File: src/rtl/owin_pkg.sv
package owin_pkg;

    typedef enum logic [1:0] {
        WT_CFG  = 2'd0,
        WT_IO   = 2'd1,
        WT_MEM  = 2'd2,
        WT_RSVD = 2'd3
    } win_type_e;

    typedef struct packed {
        logic        en;
        win_type_e   wtype;
        logic [63:0] mask;
        logic [31:0] lbase;
        logic [63:0] rbase;
    } win_cfg_t;

    localparam logic [1:0] SLOT_CTRL  = 2'd0;
    localparam logic [1:0] SLOT_LBASE = 2'd1;
    localparam logic [1:0] SLOT_RLO   = 2'd2;
    localparam logic [1:0] SLOT_RHI   = 2'd3;

endpackage

File: src/rtl/owin_regs.sv
module owin_regs
    import owin_pkg::*;
#(
    parameter int NUM_WIN   = 8,
    parameter int AW        = 8,
    parameter int GRAN_BITS = 12
) (
    input  logic          clk,
    input  logic          rst_n,
    input  logic          reg_we,
    input  logic          reg_re,
    input  logic [AW-1:0] reg_addr,
    input  logic [31:0]   reg_wdata,
    output logic [31:0]   reg_rdata,
    output logic          reg_rvalid,
    output win_cfg_t      win_cfg [NUM_WIN]
);

    localparam int EXT_BASE = NUM_WIN * 16;
    localparam int GAP_W    = GRAN_BITS - 3;

    logic [NUM_WIN-1:0][31:0] rd_word;
    logic [31:0]              rd_mux;

    for (genvar w = 0; w < NUM_WIN; w++) begin : g_win
        localparam logic [AW-1:0] MAIN_ADDR = AW'(w * 16);
        localparam logic [AW-1:0] EXT_ADDR  = AW'(EXT_BASE + w * 4);

        logic                  main_sel;
        logic                  ext_sel;
        logic                  en_q;
        win_type_e             type_q;
        logic [31:GRAN_BITS]   mask_lo_q;
        logic [31:0]           mask_hi_q;
        logic [31:2]           lbase_q;
        logic [63:0]           rbase_q;
        logic [31:0]           main_word;

        assign main_sel = (reg_addr[AW-1:4] == MAIN_ADDR[AW-1:4]);
        assign ext_sel  = (reg_addr[AW-1:2] == EXT_ADDR[AW-1:2]);

        always_ff @(posedge clk) begin
            if (!rst_n) begin
                en_q      <= 1'b0;
                type_q    <= WT_CFG;
                mask_lo_q <= '0;
                mask_hi_q <= '0;
                lbase_q   <= '0;
                rbase_q   <= '0;
            end else begin
                if (reg_we && main_sel) begin
                    unique case (reg_addr[3:2])
                        SLOT_CTRL: begin
                            en_q      <= reg_wdata[0];
                            type_q    <= win_type_e'(reg_wdata[2:1]);
                            mask_lo_q <= reg_wdata[31:GRAN_BITS];
                        end
                        SLOT_LBASE: lbase_q        <= reg_wdata[31:2];
                        SLOT_RLO:   rbase_q[31:0]  <= reg_wdata;
                        SLOT_RHI:   rbase_q[63:32] <= reg_wdata;
                    endcase
                end
                if (reg_we && ext_sel) begin
                    mask_hi_q <= reg_wdata;
                end
            end
        end

        always_comb begin
            unique case (reg_addr[3:2])
                SLOT_CTRL:  main_word = {mask_lo_q, {GAP_W{1'b0}}, type_q, en_q};
                SLOT_LBASE: main_word = {lbase_q, 2'b00};
                SLOT_RLO:   main_word = rbase_q[31:0];
                SLOT_RHI:   main_word = rbase_q[63:32];
            endcase
        end

        assign rd_word[w] = main_sel ? main_word : (ext_sel ? mask_hi_q : 32'h0);

        assign win_cfg[w] = {en_q, type_q,
                             {mask_hi_q, mask_lo_q, {GRAN_BITS{1'b0}}},
                             {lbase_q, 2'b00}, rbase_q};
    end

    always_comb begin
        rd_mux = '0;
        for (int w = 0; w < NUM_WIN; w++) begin
            rd_mux = rd_mux | rd_word[w];
        end
    end

    always_ff @(posedge clk) begin
        if (!rst_n) begin
            reg_rdata  <= '0;
            reg_rvalid <= 1'b0;
        end else begin
            reg_rvalid <= reg_re;
            reg_rdata  <= reg_re ? rd_mux : 32'h0;
        end
    end

endmodule

File: src/rtl/owin_match.sv
module owin_match
    import owin_pkg::*;
(
    input  win_cfg_t    cfg,
    input  logic [63:0] addr,
    output logic        hit,
    output logic [63:0] xaddr
);

    logic [63:0] base64;

    assign base64 = {32'h0, cfg.lbase};
    assign hit    = cfg.en && ((addr & cfg.mask) == (base64 & cfg.mask));
    assign xaddr  = (cfg.rbase & cfg.mask) | (addr & ~cfg.mask);

endmodule

File: src/rtl/owin_select.sv
module owin_select
    import owin_pkg::*;
#(
    parameter int NUM_WIN = 8,
    localparam int IDX_W  = $clog2(NUM_WIN)
) (
    input  logic                     clk,
    input  logic                     rst_n,
    input  logic                     lk_valid,
    input  logic [NUM_WIN-1:0]       hit_vec,
    input  logic [NUM_WIN-1:0][63:0] xaddr_vec,
    input  logic [NUM_WIN-1:0][1:0]  type_vec,
    output logic                     res_valid,
    output logic                     res_hit,
    output logic [IDX_W-1:0]         res_win,
    output logic [1:0]               res_type,
    output logic [63:0]              res_addr,
    output logic [7:0]               res_bus,
    output logic [4:0]               res_dev,
    output logic [2:0]               res_func
);

    logic             found;
    logic [IDX_W-1:0] sel_idx;
    logic [63:0]      sel_addr;
    win_type_e        sel_type;
    logic             is_cfg;

    always_comb begin
        found   = 1'b0;
        sel_idx = '0;
        for (int w = NUM_WIN - 1; w >= 0; w--) begin
            if (hit_vec[w]) begin
                found   = 1'b1;
                sel_idx = IDX_W'(w);
            end
        end
        sel_addr = xaddr_vec[sel_idx];
        sel_type = win_type_e'(type_vec[sel_idx]);
        is_cfg   = found && (sel_type == WT_CFG);
    end

    always_ff @(posedge clk) begin
        if (!rst_n) begin
            res_valid <= 1'b0;
            res_hit   <= 1'b0;
            res_win   <= '0;
            res_type  <= '0;
            res_addr  <= '0;
            res_bus   <= '0;
            res_dev   <= '0;
            res_func  <= '0;
        end else begin
            res_valid <= lk_valid;
            if (lk_valid && found) begin
                res_hit  <= 1'b1;
                res_win  <= sel_idx;
                res_type <= sel_type;
                res_addr <= sel_addr;
                res_bus  <= is_cfg ? sel_addr[31:24] : 8'h0;
                res_dev  <= is_cfg ? sel_addr[23:19] : 5'h0;
                res_func <= is_cfg ? sel_addr[18:16] : 3'h0;
            end else begin
                res_hit  <= 1'b0;
                res_win  <= '0;
                res_type <= '0;
                res_addr <= '0;
                res_bus  <= '0;
                res_dev  <= '0;
                res_func <= '0;
            end
        end
    end

endmodule

File: src/rtl/owin_xlate.sv
module owin_xlate
    import owin_pkg::*;
#(
    parameter int NUM_WIN   = 8,
    parameter int AW        = 8,
    parameter int GRAN_BITS = 12,
    localparam int IDX_W    = $clog2(NUM_WIN)
) (
    input  logic             clk,
    input  logic             rst_n,
    input  logic             reg_we,
    input  logic             reg_re,
    input  logic [AW-1:0]    reg_addr,
    input  logic [31:0]      reg_wdata,
    output logic [31:0]      reg_rdata,
    output logic             reg_rvalid,
    input  logic             lk_valid,
    input  logic [63:0]      lk_addr,
    output logic             res_valid,
    output logic             res_hit,
    output logic [IDX_W-1:0] res_win,
    output logic [1:0]       res_type,
    output logic [63:0]      res_addr,
    output logic [7:0]       res_bus,
    output logic [4:0]       res_dev,
    output logic [2:0]       res_func
);

    win_cfg_t                 win_cfg [NUM_WIN];
    logic [NUM_WIN-1:0]       hit_vec;
    logic [NUM_WIN-1:0][63:0] xaddr_vec;
    logic [NUM_WIN-1:0][1:0]  type_vec;

    owin_regs #(
        .NUM_WIN   (NUM_WIN),
        .AW        (AW),
        .GRAN_BITS (GRAN_BITS)
    ) u_regs (
        .clk        (clk),
        .rst_n      (rst_n),
        .reg_we     (reg_we),
        .reg_re     (reg_re),
        .reg_addr   (reg_addr),
        .reg_wdata  (reg_wdata),
        .reg_rdata  (reg_rdata),
        .reg_rvalid (reg_rvalid),
        .win_cfg    (win_cfg)
    );

    for (genvar w = 0; w < NUM_WIN; w++) begin : g_cmp
        owin_match u_match (
            .cfg   (win_cfg[w]),
            .addr  (lk_addr),
            .hit   (hit_vec[w]),
            .xaddr (xaddr_vec[w])
        );
        assign type_vec[w] = win_cfg[w].wtype;
    end

    owin_select #(
        .NUM_WIN (NUM_WIN)
    ) u_select (
        .clk       (clk),
        .rst_n     (rst_n),
        .lk_valid  (lk_valid),
        .hit_vec   (hit_vec),
        .xaddr_vec (xaddr_vec),
        .type_vec  (type_vec),
        .res_valid (res_valid),
        .res_hit   (res_hit),
        .res_win   (res_win),
        .res_type  (res_type),
        .res_addr  (res_addr),
        .res_bus   (res_bus),
        .res_dev   (res_dev),
        .res_func  (res_func)
    );

endmodule

File: config.mk
export PLATFORM = sky130hd
export DESIGN_NAME = owin_xlate
export DESIGN_NICKNAME = d
export VERILOG_FILES = /design/src/rtl/owin_pkg.sv /design/src/rtl/owin_regs.sv /design/src/rtl/owin_match.sv /design/src/rtl/owin_select.sv /design/src/rtl/owin_xlate.sv
export SDC_FILE = /design/constraint.sdc
export NUM_CORES = 2
export LEC_CHECK = 0
export BUFFER_PORTS_ARGS = -buffer_cell sky130_fd_sc_hd__buf_2
export CAP_MARGIN = 20
export CORE_UTILIZATION = 57
export DETAILED_ROUTE_END_ITERATION = 6
export GPL_TIMING_DRIVEN = 0
export HOLD_SLACK_MARGIN = 0.02
export PLACE_DENSITY = 0.75
export SLEW_MARGIN = 20
export SYNTH_ARGS = -nofsm -noshare
export SYNTH_HDL_FRONTEND = slang
export SYNTH_HIERARCHICAL = 1
export SYNTH_SLANG_ARGS = --single-unit
File: constraint.sdc
create_clock -name clk -period 3.2 [get_ports clk]
set_clock_uncertainty 0.15 [all_clocks]
set_input_delay 0.32 -clock clk [delete_from_list [all_inputs] [get_ports clk]]
set_output_delay 0.32 -clock clk [all_outputs]
set_load 0.02 [all_outputs]
==> results by group, run 1 <==
Status
  – Outcome: aborted with a tool error
  – Failed at: global routing
  – Tool error: [ERROR GRT-0116] Global routing finished with congestion. Check the congestion regions in the DRC Viewer.

Clocking
  – Num CTS Buffers: 145
  – Root buffer cell: clkbuf_16
  – Max clock buf depth: 3
  – CTS H-tree lvls: 4
  – Clock sink total: 1312

Synthesis
  – Synth unique cells: 67
  – Post-synth EDFFs: 0
  – Most numerous cell in the Yosys netlist: nand2_1
  – Top cells by count, synth: 2697 x nand2_1, 1312 x dfxtp_1, 889 x a21boi_0, 608 x mux2_2, 473 x clkbuf_1
  – Ys async rst share: 0%
  – Synthesized area per cell: 8.56 um^2
  – Syn Inst Count: 8385
  – Synth top area share: 36.6%
  – Number of synthesis warnings: 6
  – Main synth FF type: dfxtp_1
  – Mapped Area: 0.0718 mm^2
  – Synthesized flop and latch total: 1312
  – Post-synth top area cell: dfxtp_1
  – Sequential area share after synthesis: 36.6%
  – Synth top area cells: dfxtp_1 37%, nand2_1 14%, mux2_2 9.5%

Global route
  – First-pass GRT wire length: 739000 um
  – GRT Util Overall: 83.3%
  – GR Overflow Total: 738
  – Vias in the first global route: 81948
  – Largest net degree at the start of global routing: 17

Place
  – Port Buf Inserts: 205
  – HPWL after detailed placement: 373000 um
  – Routability cong.: 1.38
  – Placement Cell Area: 0.0754 mm^2

Floorplanning
  – Num rows: 129
  – Ports: 229
  – Die span in x: 357 um
  – Die H: 357 um
  – Initial Util: 57.8%
[layer usage]
layer | overflow | global-route usage [%]
met5 | 5 | 52.5
met4 | 274 | 77.6
met2 | 384 | 91.5
met1 | 32 | 86.9
met3 | 43 | 74.6
[kinds of logic after synthesis]
family,after synthesis,synth area share [%]
mux,871,16.1
simple gates,3066,17.2
xor+xnor,256,3.12
buf+inv,831,5.57
other cells,1,0.00522
flops,1312,36.6
compound gates,2048,21.4
[per-stage QoR]
| step | utilization (%) | std cells | setup WS [ns] | TNS, ns | hold slack (ns) |
|---|---|---|---|---|---|
| after CTS | 68.1 | 10713 | -0.697 | -48.78 | 0.0218 |
| after detailed placement | 60.6 | 10338 | -2.99 | -426.83 | 0.306 |
| after global placement | 60.6 | 10338 | -2.91 | -500.83 | 0.299 |
| after floorplan | - | 8496 | 0.00343 | 0 | 0.291 |
[timing repair]
item	CTS
hold buffers	32
buffers inserted	70
hold endpoints to repair	608
endpoints found under the setup margin	110
resized for setup	671
gates cloned	9
pin swaps	76
==> run 2, diff against run 1 <==
--- a/config.mk
+++ b/config.mk
@@ -7,11 +7,10 @@
 export LEC_CHECK = 0
 export BUFFER_PORTS_ARGS = -buffer_cell sky130_fd_sc_hd__buf_2
 export CAP_MARGIN = 20
-export CORE_UTILIZATION = 57
+export CORE_UTILIZATION = 40
 export DETAILED_ROUTE_END_ITERATION = 6
 export GPL_TIMING_DRIVEN = 0
-export HOLD_SLACK_MARGIN = 0.02
-export PLACE_DENSITY = 0.75
+export PLACE_DENSITY_LB_ADDON = 0.15
 export SLEW_MARGIN = 20
 export SYNTH_ARGS = -nofsm -noshare
 export SYNTH_HDL_FRONTEND = slang
==> constraint.sdc (replaced) <==
create_clock -name clk -period 4.2 [get_ports clk]
set_clock_uncertainty 0.15 [all_clocks]
set_input_delay 0.42 -clock clk [delete_from_list [all_inputs] [get_ports clk]]
set_output_delay 0.42 -clock clk [all_outputs]
set_load 0.02 [all_outputs]
==> results by group, run 2 <==
Power and ir drop
  – Pwr Density: 365 mW/mm^2
  – Total power: 30.8 mW
  – Worst vdd rail ir drop: 0.335 mV
  – Static leakage: 29.5 nW

Synthesis
  – Synth Area in Simple Gates: 17.2% (unchanged)
  – Post-synthesis compound-gate area fraction: 21.4% (unchanged)
  – Syn Inst Count: 8385 (unchanged)
  – Main synth FF type: dfxtp_1
  – Mapped Area: 0.0718 mm^2 (unchanged)
  – Number of synthesis warnings: 6 (unchanged)
  – Synthesized-area fraction occupied by adder cells: 0% (unchanged)
  – Post-synth EDFFs: 0 (unchanged)
  – Sequential area share after synthesis: 36.6% (unchanged)
  – Post-synth top area cell: dfxtp_1
  – Synth top area cells: dfxtp_1 37%, nand2_1 14%, mux2_2 9.5%
  – Synthesized flop and latch total: 1312 (unchanged)
  – Synth top area share: 36.6% (unchanged)
  – Synthesized area per cell: 8.56 um^2 (unchanged)
  – Top cells by count, synth: 2697 x nand2_1, 1312 x dfxtp_1, 889 x a21boi_0, 608 x mux2_2, 473 x clkbuf_1
  – Post-synthesis mux area share: 16.1% (unchanged)
  – Xor-xnor portion of the synthesized cell area: 3.12% (unchanged)
  – Largest family of logic cells by synthesized area: compound AO/OA/AOI/OAI gates
  – Most numerous cell in the Yosys netlist: nand2_1
  – Synth unique cells: 67 (unchanged)
  – Ys async rst share: 0% (unchanged)

Floorplanning
  – Initial Util: 40.2% (-18 points)
  – Num rows: 155 (+20%)
  – Die span in x: 426 um (+19%)
  – Ports: 229 (unchanged)
  – Total core area: 0.178 mm^2
  – Die H: 426 um (+19%)
  – Die area: 0.181 mm^2

Critical path
  – R2R depth: 15
  – Delay-heaviest family, CP: buffers and inverters
  – Most used cell, CP: buf_2
  – Worst-path fanout max: 14
  – R2r endpoint: u_select/res_addr[31]$_SDFF_PN0_
  – Worst reg-to-reg setup slack: -0.33 ns
  – CP arrival: 5.10 ns
  – Slowest-stage cell, CP: buf_2
  – Required @ worst endpoint: 4.71 ns
  – Slowest stage delay, CP: 0.87 ns
  – Origin of the critical flop-to-flop path: u_regs/g_win[0].mask_hi_q[27]$_SDFFE_PN0P_
  – Worst-path cell chain: buf_2, buf_4, buf_2, buf_2, buf_1, a22oi_1, o22ai_1, nor2_1, a31oi_1
  – Startpoint types: input pin
  – Crit path kind: in -> reg
  – CP Buf/Inv Count: 5
  – CP Capture Type: flop

Place
  – HPWL after detailed placement: 442000 um (+19%)
  – Placed cells: 11077 (+7.1%)
  – Port Buf Inserts: 205 (unchanged)
  – Pre-CTS setup slack: -2.19 ns (+0.795 ns)
  – Routability cong.: 1.19 (-14%)

Final layout
  – Max reg flops: 512
  – Layout cells sized above 1: 21.2%
  – Final non-filler cell total: 11545
  – Most frequent cells in the layout: 2666 x nand2_1, 1290 x dfxtp_1, 889 x a21boi_0
  – Synth-to-layout area growth: 17.4%
  – Commonest non-fill, non-tap cell in the layout: nand2_1
  – Top flop regs: u_regs/g_win.rbase_q x512, u_regs/g_win.mask_hi_q x256, u_regs/g_win.lbase_q x240
  – Nets: 9052
  – Biggest register: u_regs/g_win.rbase_q

STA
  – Max Freq: 218 MHz
  – Endpoints failing setup: 89
  – Hold Vio Cnt, Final: 0
  – RSZ-0062 raised after global routing: true
  – Tcrit/Tclk final: 109%
  – Minimum clock period: 4.60 ns
  – Slew Viols, Final: 0
  – Worst slew margin: 5.57%
  – Fin Setup TNS: -17.60 ns
  – Worst Tran Pin Value: 1.42 ns
  – WHS: 0.0574 ns
  – Fin worst setup slack: -0.395 ns

Global route
  – Vias in the first global route: 69337
  – Largest net degree at the start of global routing: 17
  – Initial antenna violation count: 98
  – GR Overflow Total: 0
  – GRT Util Overall: 60.0%
  – First-pass GRT wire length: 706000 um

Detailed routing
  – DR vias/cell: 7.06
  – Routed WL: 559000 um
  – DR vias: 81450
  – DRC viols: 120
  – Final ANT Viol Nets: 0
  – Wirelength per Cell: 48.4 um
  – Initial drt markers: 15804
  – First-pass iteration count of the detailed router: 7

Clocking
  – TritonCTS clock tree: yes
  – CTS H-tree lvls: 4 (unchanged)
  – Clock Latency Late Sink: 0.87 ns
  – Clock sink total: 1312 (unchanged)
  – Root buffer cell: clkbuf_16
  – Num CTS Buffers: 156 (+7.6%)
  – Register clock-pin slew on the reported worst setup and hold paths: 0.06 ns
  – Max clock buf depth: 3 (unchanged)

Hold path
  – Hold Crit Class: in -> reg
  – Worst Hold End: u_regs/g_win[6].mask_hi_q[18]$_SDFFE_PN0P_
  – Min-Delay Path Depth: 3
  – HP Start: reg_wdata[18]

Status
  – Outcome: complete, but fails checks
  – Failing checks: DRC, setup timing

Run
  – Max cap viols: 0
## run 2: cell type report
| class | instances | area (um^2) |
|---|---|---|
| diodes | 123 | 308 |
| plain buffers | 824 | 4250 |
| clock buffers | 237 | 4670 |
| clock inverters | 45 | 638 |
| fillers | 17632 | 94100 |
| inverters | 5 | 21.3 |
| multi-input cells | 6353 | 43200 |
| flip-flops and latches | 1312 | 26300 |
| well taps | 2355 | 2950 |
| repair buffers | 291 | 1890 |
## run 2: per-stage QoR
stage	util [%]	cell area, um^2
floorplan	-	72200
global placement	42.7	76200
detailed placement	42.9	76500
CTS	46.6	83100
global route	47.1	84000
finish	47.2	84300
## run 2: worst max-delay path by stage
stage | startpoint | cells after the start | endpoint
finish | reg_addr[3] | 9 | u_regs/reg_rdata[0]$_SDFF_PN0_
global route | u_regs/g_win[3].mask_hi_q[27]$_SDFFE_PN0P_ | 15 | u_select/res_bus[6]$_SDFF_PN0_
floorplan | lk_addr[16] | 13 | u_select/res_bus[0]$_SDFF_PN0_
global placement | lk_addr[59] | 14 | u_select/res_addr[31]$_SDFF_PN0_
detailed placement | lk_addr[59] | 16 | u_select/res_addr[14]$_SDFF_PN0_
CTS | u_regs/g_win[3].mask_hi_q[27]$_SDFFE_PN0P_ | 15 | u_select/res_addr[62]$_SDFF_PN0_
## run 2: logic make-up after synthesis
group,count (synthesis)
and+or+nand+nor,3066
AOI/OAI and AO/OA,2048
DFF,1312
muxes,871
buffers and inverters,831
xor gates and xnor gates,256
other,1
## run 2: what timing repair did
item                       in CTS  in global routing
cloned                          0                  1
pin swaps                      29                 41
gates resized for setup       189                191
hold endpoints to repair      356                  0
buffers inserted               14                 14
hold buffers                   32                  0
setup endpoints to repair      85                 83
## run 2: worst register-to-register path, delay by kind of cell, from the launching register on
kind,cells,cell delay [ns]
compound gates,3,0.75
buf+inv,4,1.34
flops,1,0.42
simple gates,8,1.77
## run 2: where the power goes
part           internal (mW)  switching (mW)
Sequential              12.5          0.0935
Clock                   8.37            6.22
Combinational          0.892            2.69
Total                   21.8            9.00
## run 2: routing by layer
layer / routed length (um) / vias to the layer above / share of wire, % / GRT usage (%)
met5: 776 / - / 0.14 / 4.15
met3: 91500 / 2688 / 16 / 36.8
met2: 204000 / 8510 / 36 / 75.9
li1: - / 30356 / - / -
met4: 70600 / 32 / 13 / 57.8
met1: 193000 / 39864 / 34 / 67.1
Note: power is estimated with default switching activity, not from simulation.
